$ cat src/rtl/paged_xlate_pkg.sv
package paged_xlate_pkg;
  localparam int unsigned PAGE_W = 11;  // holds the widest page (1056)
  localparam int unsigned OFFW_W = 4;

  function automatic logic [PAGE_W-1:0] page_bytes(input logic [1:0] sel, input logic bin);
    logic [PAGE_W-1:0] base;
    base = (sel == 2'd0) ? PAGE_W'(256) : (sel == 2'd1) ? PAGE_W'(512) : PAGE_W'(1024);
    return bin ? base : base + (base >> 5);
  endfunction

  function automatic logic [OFFW_W-1:0] offset_bits(input logic [PAGE_W-1:0] ps);
    logic [PAGE_W-1:0] lim;
    logic [OFFW_W-1:0] w;
    lim = ps - 1'b1;
    w = '0;
    for (int i = 0; i < PAGE_W; i++)
      if (lim[i]) w = OFFW_W'(i + 1);
    return w;
  endfunction
endpackage

$ cat src/rtl/paged_geom.sv
module paged_geom
  import paged_xlate_pkg::*;
#(
  parameter int unsigned ADDR_W    = 24,
  parameter int unsigned NUM_PAGES = 4096
) (
  input  logic [1:0]        page_sel_i,
  input  logic              bin_page_i,
  output logic [PAGE_W-1:0] page_o,
  output logic [OFFW_W-1:0] offw_o,
  output logic [ADDR_W:0]   total_o
);
  always_comb begin
    page_o  = page_bytes(page_sel_i, bin_page_i);
    offw_o  = offset_bits(page_o);
    total_o = (ADDR_W+1)'(NUM_PAGES) * (ADDR_W+1)'(page_o);
  end
endmodule

$ cat src/rtl/paged_divider.sv
module paged_divider #(
  parameter int unsigned N_W = 24,
  parameter int unsigned D_W = 11
) (
  input  logic           clk_i,
  input  logic           rst_ni,
  input  logic           start_i,
  input  logic [N_W-1:0] num_i,
  input  logic [D_W-1:0] den_i,
  output logic           valid_o,
  output logic [N_W-1:0] quo_o,
  output logic [D_W-1:0] rem_o
);
  localparam int unsigned CNT_W = $clog2(N_W + 1);

  logic [CNT_W-1:0] cnt_q;
  logic [N_W-1:0]   quo_q;
  logic [D_W-1:0]   rem_q, den_q;
  logic [D_W:0]     trial;
  logic             fits;

  always_comb begin
    trial = {rem_q, quo_q[N_W-1]};
    fits  = trial >= {1'b0, den_q};
  end

  always_ff @(posedge clk_i or negedge rst_ni) begin
    if (!rst_ni) begin
      cnt_q   <= '0;
      quo_q   <= '0;
      rem_q   <= '0;
      den_q   <= '0;
      valid_o <= 1'b0;
    end else begin
      valid_o <= 1'b0;
      if (start_i) begin
        cnt_q <= CNT_W'(N_W);
        quo_q <= num_i;
        rem_q <= '0;
        den_q <= den_i;
      end else if (cnt_q != '0) begin
        cnt_q   <= cnt_q - 1'b1;
        quo_q   <= {quo_q[N_W-2:0], fits};
        rem_q   <= fits ? D_W'(trial - {1'b0, den_q}) : trial[D_W-1:0];
        valid_o <= (cnt_q == CNT_W'(1));
      end
    end
  end

  assign quo_o = quo_q;
  assign rem_o = rem_q;

  // restoring step keeps the partial remainder below the divisor
  assert_rem_below_den_R2: assert property (@(posedge clk_i) disable iff (!rst_ni)
    valid_o |-> (rem_q < den_q));
  assert_count_steps_R4: assert property (@(posedge clk_i) disable iff (!rst_ni)
    (cnt_q != '0 && !start_i) |=> (cnt_q == $past(cnt_q) - 1'b1));
endmodule

$ cat src/rtl/paged_addr_xlate.sv
module paged_addr_xlate
  import paged_xlate_pkg::*;
#(
  parameter int unsigned ADDR_W    = 24,
  parameter int unsigned NUM_PAGES = 4096
) (
  input  logic              clk_i,
  input  logic              rst_ni,
  input  logic              start_i,
  input  logic [ADDR_W-1:0] addr_i,
  input  logic [ADDR_W-1:0] len_i,
  input  logic              op_align_i,
  input  logic [1:0]        page_sel_i,
  input  logic              bin_page_i,
  output logic              busy_o,
  output logic              done_o,
  output logic              err_o,
  output logic [ADDR_W-1:0] dev_addr_o
);
  logic [PAGE_W-1:0] page;
  logic [OFFW_W-1:0] offw;
  logic [ADDR_W:0]   total;
  logic              accept, over, bin_bad, div_go;
  logic              busy_q, done_q, err_q, op_q;
  logic [OFFW_W-1:0] offw_q;
  logic [PAGE_W-1:0] page_q;
  logic [ADDR_W-1:0] dev_q;

  logic              va_valid, vl_valid;
  logic [ADDR_W-1:0] a_quo, l_quo;
  logic [PAGE_W-1:0] a_rem, l_rem;

  paged_geom #(.ADDR_W(ADDR_W), .NUM_PAGES(NUM_PAGES)) i_geom (
    .page_sel_i(page_sel_i), .bin_page_i(bin_page_i),
    .page_o(page), .offw_o(offw), .total_o(total)
  );

  always_comb begin
    accept  = start_i && !busy_q;
    over    = ({1'b0, addr_i} + {1'b0, len_i}) > total;
    bin_bad = op_align_i && ((addr_i | len_i) & ADDR_W'(page - 1'b1)) != '0;
    div_go  = accept && !over && !bin_page_i;
  end

  // address and length are divided side by side
  paged_divider #(.N_W(ADDR_W), .D_W(PAGE_W)) i_div_addr (
    .clk_i, .rst_ni, .start_i(div_go), .num_i(addr_i), .den_i(page),
    .valid_o(va_valid), .quo_o(a_quo), .rem_o(a_rem)
  );
  paged_divider #(.N_W(ADDR_W), .D_W(PAGE_W)) i_div_len (
    .clk_i, .rst_ni, .start_i(div_go), .num_i(len_i), .den_i(page),
    .valid_o(vl_valid), .quo_o(l_quo), .rem_o(l_rem)
  );

  logic unused_len_quo;
  assign unused_len_quo = ^l_quo;

  always_ff @(posedge clk_i or negedge rst_ni) begin
    if (!rst_ni) begin
      busy_q <= 1'b0;
      done_q <= 1'b0;
      err_q  <= 1'b0;
      op_q   <= 1'b0;
      offw_q <= '0;
      page_q <= '0;
      dev_q  <= '0;
    end else begin
      done_q <= 1'b0;
      err_q  <= 1'b0;
      if (accept) begin
        op_q   <= op_align_i;
        offw_q <= offw;
        page_q <= page;
        if (over) begin
          done_q <= 1'b1;
          err_q  <= 1'b1;
        end else if (bin_page_i) begin
          done_q <= 1'b1;
          err_q  <= bin_bad;
          dev_q  <= addr_i;
        end else begin
          busy_q <= 1'b1;
        end
      end else if (busy_q && va_valid) begin
        busy_q <= 1'b0;
        done_q <= 1'b1;
        err_q  <= op_q && (a_rem != '0 || l_rem != '0);
        dev_q  <= ADDR_W'(a_quo << offw_q) | ADDR_W'(a_rem);
      end
    end
  end

  assign busy_o     = busy_q;
  assign done_o     = done_q;
  assign err_o      = err_q;
  assign dev_addr_o = dev_q;

  assert_err_with_done_R8: assert property (@(posedge clk_i) disable iff (!rst_ni)
    err_o |-> done_o);
  assert_done_pulse_R8: assert property (@(posedge clk_i) disable iff (!rst_ni)
    done_o |=> !done_o);
  assert_bin_one_cycle_R3: assert property (@(posedge clk_i) disable iff (!rst_ni)
    (start_i && !busy_o && bin_page_i) |=> (done_o && !busy_o));
  assert_dividers_agree_R4: assert property (@(posedge clk_i) disable iff (!rst_ni)
    va_valid |-> vl_valid);
  assert_offset_in_page_R2: assert property (@(posedge clk_i) disable iff (!rst_ni)
    (done_o && !err_o) |-> ((dev_addr_o & ((ADDR_W'(1) << offw_q) - 1'b1)) < ADDR_W'(page_q)));
  assert_busy_holds_R9: assert property (@(posedge clk_i) disable iff (!rst_ni)
    (busy_o && !va_valid) |=> busy_o);
endmodule

$ cat config.mk
export PLATFORM = sky130hd
export DESIGN_NAME = paged_addr_xlate
export DESIGN_NICKNAME = d
export VERILOG_FILES = /design/src/rtl/paged_xlate_pkg.sv /design/src/rtl/paged_geom.sv /design/src/rtl/paged_divider.sv /design/src/rtl/paged_addr_xlate.sv
export SDC_FILE = /design/constraint.sdc
export NUM_CORES = 1
export LEC_CHECK = 0
export CORE_MARGIN = 4
export CORE_UTILIZATION = 38
export CTS_BUF_LIST = sky130_fd_sc_hd__clkbuf_16
export CTS_CLUSTER_SIZE = 28
export DETAILED_ROUTE_END_ITERATION = 10
export DONT_BUFFER_PORTS = 1
export HOLD_SLACK_MARGIN = 0.03
export SYNTH_ARGS = -nofsm -noshare
export SYNTH_HDL_FRONTEND = slang
export SYNTH_SLANG_ARGS = --single-unit
export TNS_END_PERCENT = 20
$ cat constraint.sdc
create_clock -name clk_i -period 3.2 [get_ports clk_i]
set_input_delay 0.8 -clock clk_i [delete_from_list [all_inputs] [get_ports clk_i]]
set_output_delay 0.8 -clock clk_i [all_outputs]
set_load 0.02 [all_outputs]
* Word-level counts from Yosys, hierarchy flattened
Index checks and enable logic that the tools add are counted.
** Operators by class
- Equal/unequal tests :: 5
- Multiply operators :: 0
- Add/subtract/negate cells :: 8
- Multiplexer cells :: 46
- $lt $le $gt $ge :: 3
- Shift-type cells :: 1
- Div/mod/pow operators :: 0
- Reduce and logical (&&, ||, !) cells :: 21
- Bitwise gates (word level) :: 3
** Operators with widths (count)
- $mux 24 :: 8
- $mux 11 :: 9
- $mux 4 :: 10
- $add 24x24->25 :: 1
- $gt 25x23->1 :: 1
- $and 24x24->24 :: 1
- $ge 12x11->1 :: 2
- $or 24x11->24 :: 1
- $or 24x24->24 :: 1
- $reduce_bool 24->1 :: 1
- $shl 24x4->24 :: 1
- $reduce_bool 11->1 :: 2
- $sub 11x11->11 :: 2
- $mux 5 :: 4
- $mux 1 :: 15
- $sub 11x1->12 const B :: 1
- $add 11x6->11 :: 1
- $sub 11x1->11 const B :: 1
- $reduce_bool 5->1 :: 2
- $sub 5x1->5 const B :: 2
- $logic_and 1x1->1 :: 6
- $ne 2x2->1 const B :: 3
- $reduce_and 3->1 :: 2
- $reduce_bool 2->1 :: 3
- other kinds (5) :: 7
** Word-level totals
- Register bits :: 124
- Bits in read-only memories :: 0
- Memories kept :: 0
- Bits in latches :: 0
- Memory bits (writable) :: 0
- Input port bits :: 55
- Output and inout bits :: 27
- Word-level logic and storage cells :: 101

* Logic depth before layout (Yosys ltp)
- Depth in word-level cells :: 17
- Depth in mapped cells :: 25
- Mapped depth without buffers :: 21

* By module
Synthesis repeated with hierarchy kept, for this count alone.
** Unflattened totals
- Cells, all modules :: 1254
- Area, all modules :: 10973.0 µm²
** Modules (own cells, without submodules)
- paged_addr_xlate :: cells an instance 601, instances 1, area an instance 4906.0 µm², seq. area each 800.8 µm²
- paged_divider (i_div_len) :: cells an instance 308, instances 1, area an instance 2887.8 µm², seq. area each 1301.2 µm²
- paged_divider (i_div_addr) :: cells an instance 302, instances 1, area an instance 2872.8 µm², seq. area each 1301.2 µm²
- paged_geom :: cells an instance 43, instances 1, area an instance 306.5 µm², seq. area each 0.0 µm²

* Worst setup path after synthesis
No wires, ideal clock.
- Kind :: input to register
- Start point :: input addr_i[0]
- End point :: register i_div_addr.den_q[3]
- Data required time :: 3.075 ns
- Library setup time :: 0.125 ns
- Buffers on the path :: 2
- Stages :: 22
- Arrival :: 5.251 ns
- Setup slack :: -2.177 ns
- Cell sequence :: ha_1 -> fa_1 -> a21oi_1 -> o22a_1 -> o211a_1 -> o21ai_0 -> a21bo_2 -> a21o_1 -> a21oi_1 -> xnor2_1 -> ha_1 -> nand2_1 -> nor4_1 -> o2111a_1 -> o21ai_0 -> a2111o_1 -> o31ai_1 -> o21ai_1 -> or4_1 -> buf_2 -> buf_6 -> mux2_4
** On the way
- Cells in the longest elaborated chain, start to end :: 5
** Ends and longest elaborated chain
- from (decl) :: RTL line paged_addr_xlate.sv:10 : input logic [ADDR_W-1:0] addr_i,
- $add 24x24->25 :: RTL line paged_addr_xlate.sv:40 : over = ({1'b0, addr_i} + {1'b0, len_i}) > total;
- $gt 25x23->1 :: RTL line paged_addr_xlate.sv:40
- $logic_not 1->1 :: RTL line paged_addr_xlate.sv:42 : div_go = accept && !over && !bin_page_i;
- $logic_and 1x1->1 (2 in series) :: RTL line paged_addr_xlate.sv:42
- to (signal assigned) :: RTL line paged_divider.sv:40 : den_q <= den_i;
- to (decl) :: RTL line paged_divider.sv:18 : logic [D_W-1:0] rem_q, den_q;
No other way between the ends.
A chain may end at the register's enable or synchronous reset.

* Final worst setup path
- Start point :: input addr_i[0]
- End point :: register i_div_addr.quo_q[22], in the netlist i_div_addr.quo_o[22]
** On the way
- Cells in the longest elaborated chain, start to end :: 6
- Elaborated cells on any way between the ends :: 7
- Those cells by class :: 1 x add/sub; 1 x order compare; 1 x mux; 4 x reduce/logical
** Ends and longest elaborated chain
- $add 24x24->25 * :: RTL line paged_addr_xlate.sv:40
- $gt 25x23->1 * :: RTL line paged_addr_xlate.sv:40
- $logic_not 1->1 * :: RTL line paged_addr_xlate.sv:42
- $logic_and 1x1->1 * (2 in series) :: RTL line paged_addr_xlate.sv:42
- $mux 24 / $reduce_bool 2->1 (equally long branches)
- to (signal assigned) :: RTL line paged_divider.sv:38 : quo_q <= num_i;
- to (signal assigned) :: RTL line paged_divider.sv:43 : quo_q <= {quo_q[N_W-2:0], fits};
- to (decl) :: RTL line paged_divider.sv:17 : logic [N_W-1:0] quo_q;
Every way passes the cells marked *; elsewhere a longest branch is shown, timed or not.

==> metrics.csv <==
metric;value;unit
synthCells;981;
crit_fanout;8;
synth.avg_cell_area;9.31;um2
final_common_cell;buf_4;
crit_chain;ha_4, fa_2, a21oi_2, o22a_1, o211a_1, o21ai_2, a21bo_2, a21o_1, a21oi_2, xnor2_1, ha_1, nand2_1, nor4_2, o2111a_1, o21ai_1, a2111o_1, o31ai_2, o21ai_2, or4_4, buf_8, clkbuf_16, mux2i_1;
dp.cells;1382;
dpl.hpwl;19800;um
place_ws;-2180;ps
synth-edff-count;0;
ys_types;68;
n_antenna_cell;0;
clock_skew;7.77;ps
die_w;163;um
setup_slack;-1560;ps
maxSlewHeadroom;37.6;%
first_global_vias;7665;
fillers;2235;
drive_gt1_share;24.3;%
tritoncts;yes;
holdWs;77.1;ps
ys.flop_type;dfrtp_1;
drt_iter0_markers;501;
status;finished with violations;
drtPass1Iterations;5;
drv_cap;0;
min_path_type;in -> async;
grt_start_max_net_pins;120;
die_height;163;um
wl;26600;um
fin_cells;1428;
clockBufferDepth;2;
core_area;23500;um2
clkLatencyLatePin;430;ps
gp_congestion;0.866;
vias_per_cell;5.42;
worst_pin_slew;936;ps
leakage;5.50;nW
avgRoutedWirePerCell;18.6;um
fin_crit;4760;ps
numCtsBuffers;17;
die_area;26600;um2
critPathMaxStageDelay;620;ps
grt_pass1_wl;42100;um
antenna_found_initial;0;
fmax;210;MHz
num-nets-final;1227;
synth-seq-cells;119;
port-buffer-count;0;
syn_nets;1112;
path_class;in -> reg;
setup_viol;114;
ant_nets;0;
start_util;38.8;%
cp-end-kind;register;
rows;56;
async_flop_share;100;%
vias;7744;
clkTransAtPathRegs;60;ps
area_delta_synth_final;25.1;%
placed_cell_area;10500;um2
clock-sinks;119;
p_per_area;861;nW/um2
synth-seq-area-share;32.6;%
grt.overflow.total;0;
htree_num_levels;4;
drc;0;
track_usage;20.1;%
most-common-layout-cells;136 x buf_4, 129 x mux2i_1, 119 x dfrtp_1, 104 x nand2_1, 69 x inv_1;
clock-root-buffer;clkbuf_16;
cp-start-kind;input port;
syn_area;9130;um2
ir_worst_vdd;504;uV
fin_area;11400;um2
ys.warnings.count;0;
io_pins;82;
period_share;149;%
fin_setup_tns;-168270;ps
cp_data_required_time;3510;ps
hold_violations;0;
final-max-slew-violation-count;0;
violations;negative setup slack;
cp.arrival;5070;ps
slowest_stage;or4_4;
cts_hold_buf;0;
rsz0062_at_grt;yes;
[synth_stat cells, drive strengths merged (14+ instances only)]
master / n / share of area, %
a21oi: 47 / 2.6
buf: 19 / 1.2
clkbuf: 35 / 1.4
dfrtp: 119 / 33
ha: 73 / 10
inv: 79 / 3.2
mux2: 26 / 3.2
mux2i: 129 / 14
nand2: 106 / 4.4
nand3: 14 / 0.77
nor2: 41 / 1.7
nor2b: 16 / 1.1
nor3: 15 / 0.82
o211a: 15 / 1.6
o211ai: 15 / 1.3
o21ai: 46 / 2.5
[sequential cells by signal (all words and copies together), names as in the netlist]
| signal | cells |
|---|---|
| busy_o | 1 |
| dev_addr_o | 24 |
| done_o | 1 |
| err_o | 1 |
| i_div_addr.cnt_q | 5 |
| i_div_addr.den_q | 6 |
| i_div_addr.quo_o | 24 |
| i_div_addr.rem_o | 11 |
| i_div_addr.valid_o | 1 |
| i_div_len.cnt_q | 5 |
| i_div_len.quo_o | 24 |
| i_div_len.rem_o | 11 |
| offw_q | 4 |
| op_q | 1 |
[kinds of logic after synthesis]
family	after synthesis	share of synthesized area, %
AOI/OAI and AO/OA	211	15.7
xor gates and xnor gates	21	2.01
adders and majority gates	76	10.7
buffers and inverters	133	5.93
DFF	119	32.6
muxes	164	19.6
and+or+nand+nor	257	13.5
[layout make-up]
type / instances / area (um2) / area share, %
Clock inverter: 15 / 163 / 1.42
Multi-Input combinational cell: 730 / 5860 / 51.3
Clock buffer: 17 / 425 / 3.72
Inverter: 79 / 329 / 2.88
Sequential cell: 119 / 2980 / 26.1
Timing Repair Buffer: 149 / 1270 / 11.1
Tap cell: 319 / 399 / 3.49
[metrics by stage]
step | power [mW] | util (%)
global route | 10.6 | 48.5
CTS | 9.81 | 48.0
global placement | 7.63 | 44.6
detailed placement | 7.75 | 44.6
floorplan | 6.50 | -
finish | 9.84 | 48.5
[worst max-delay path: cells and delay by family]
family	cells	cell delay, ps
AO/OA/AOI/OAI	12	2080
XOR/XNOR	1	90
adder cells (fa/ha/maj)	3	800
buffers and inverters	2	340
multiplexers	1	110
AND/OR/NAND/NOR	3	820
[final timing paths]
check,to,startpoint,slack [ps],cells after the start
setup / recovery,i_div_addr.quo_o[22],addr_i[0],-1560,22
max in group asynchronous,i_div_len.quo_o[20],rst_ni,2940,0
hold / removal,err_o,rst_ni,80,0
setup reg to reg,i_div_len.rem_o[7],i_div_addr.den_q[4],300,11
min in group clk_i,op_q,op_q,480,2
hold reg to reg,op_q,op_q,480,2
[report_power, final]
part | switching (mW) | total, mW | internal (mW) | leakage (nW)
Clock | 0.725 | 1.94 | 1.21 | 0.291
Combinational | 2.33 | 4.66 | 2.33 | 3.85
Sequential | 0.984 | 3.24 | 2.26 | 1.36
Total | 4.04 | 9.84 | 5.80 | 5.50
[timing repair]
item,CTS,global route
resized for setup,21,22
pin swaps,10,13
gates cloned,5,1
endpoints found under the setup margin,114,114
buffers inserted,6,4
[metal layers]
| layer | global-route usage [%] | wire length, um | up-vias |
|---|---|---|---|
| met5 | 0 | 0 | - |
| met4 | 6.02 | 625 | 0 |
| met3 | 4.44 | 1400 | 46 |
| met2 | 32.1 | 12300 | 177 |
| met1 | 27.5 | 12400 | 3775 |
| li1 | - | - | 3746 |
Power figures use the tool's default switching activity.
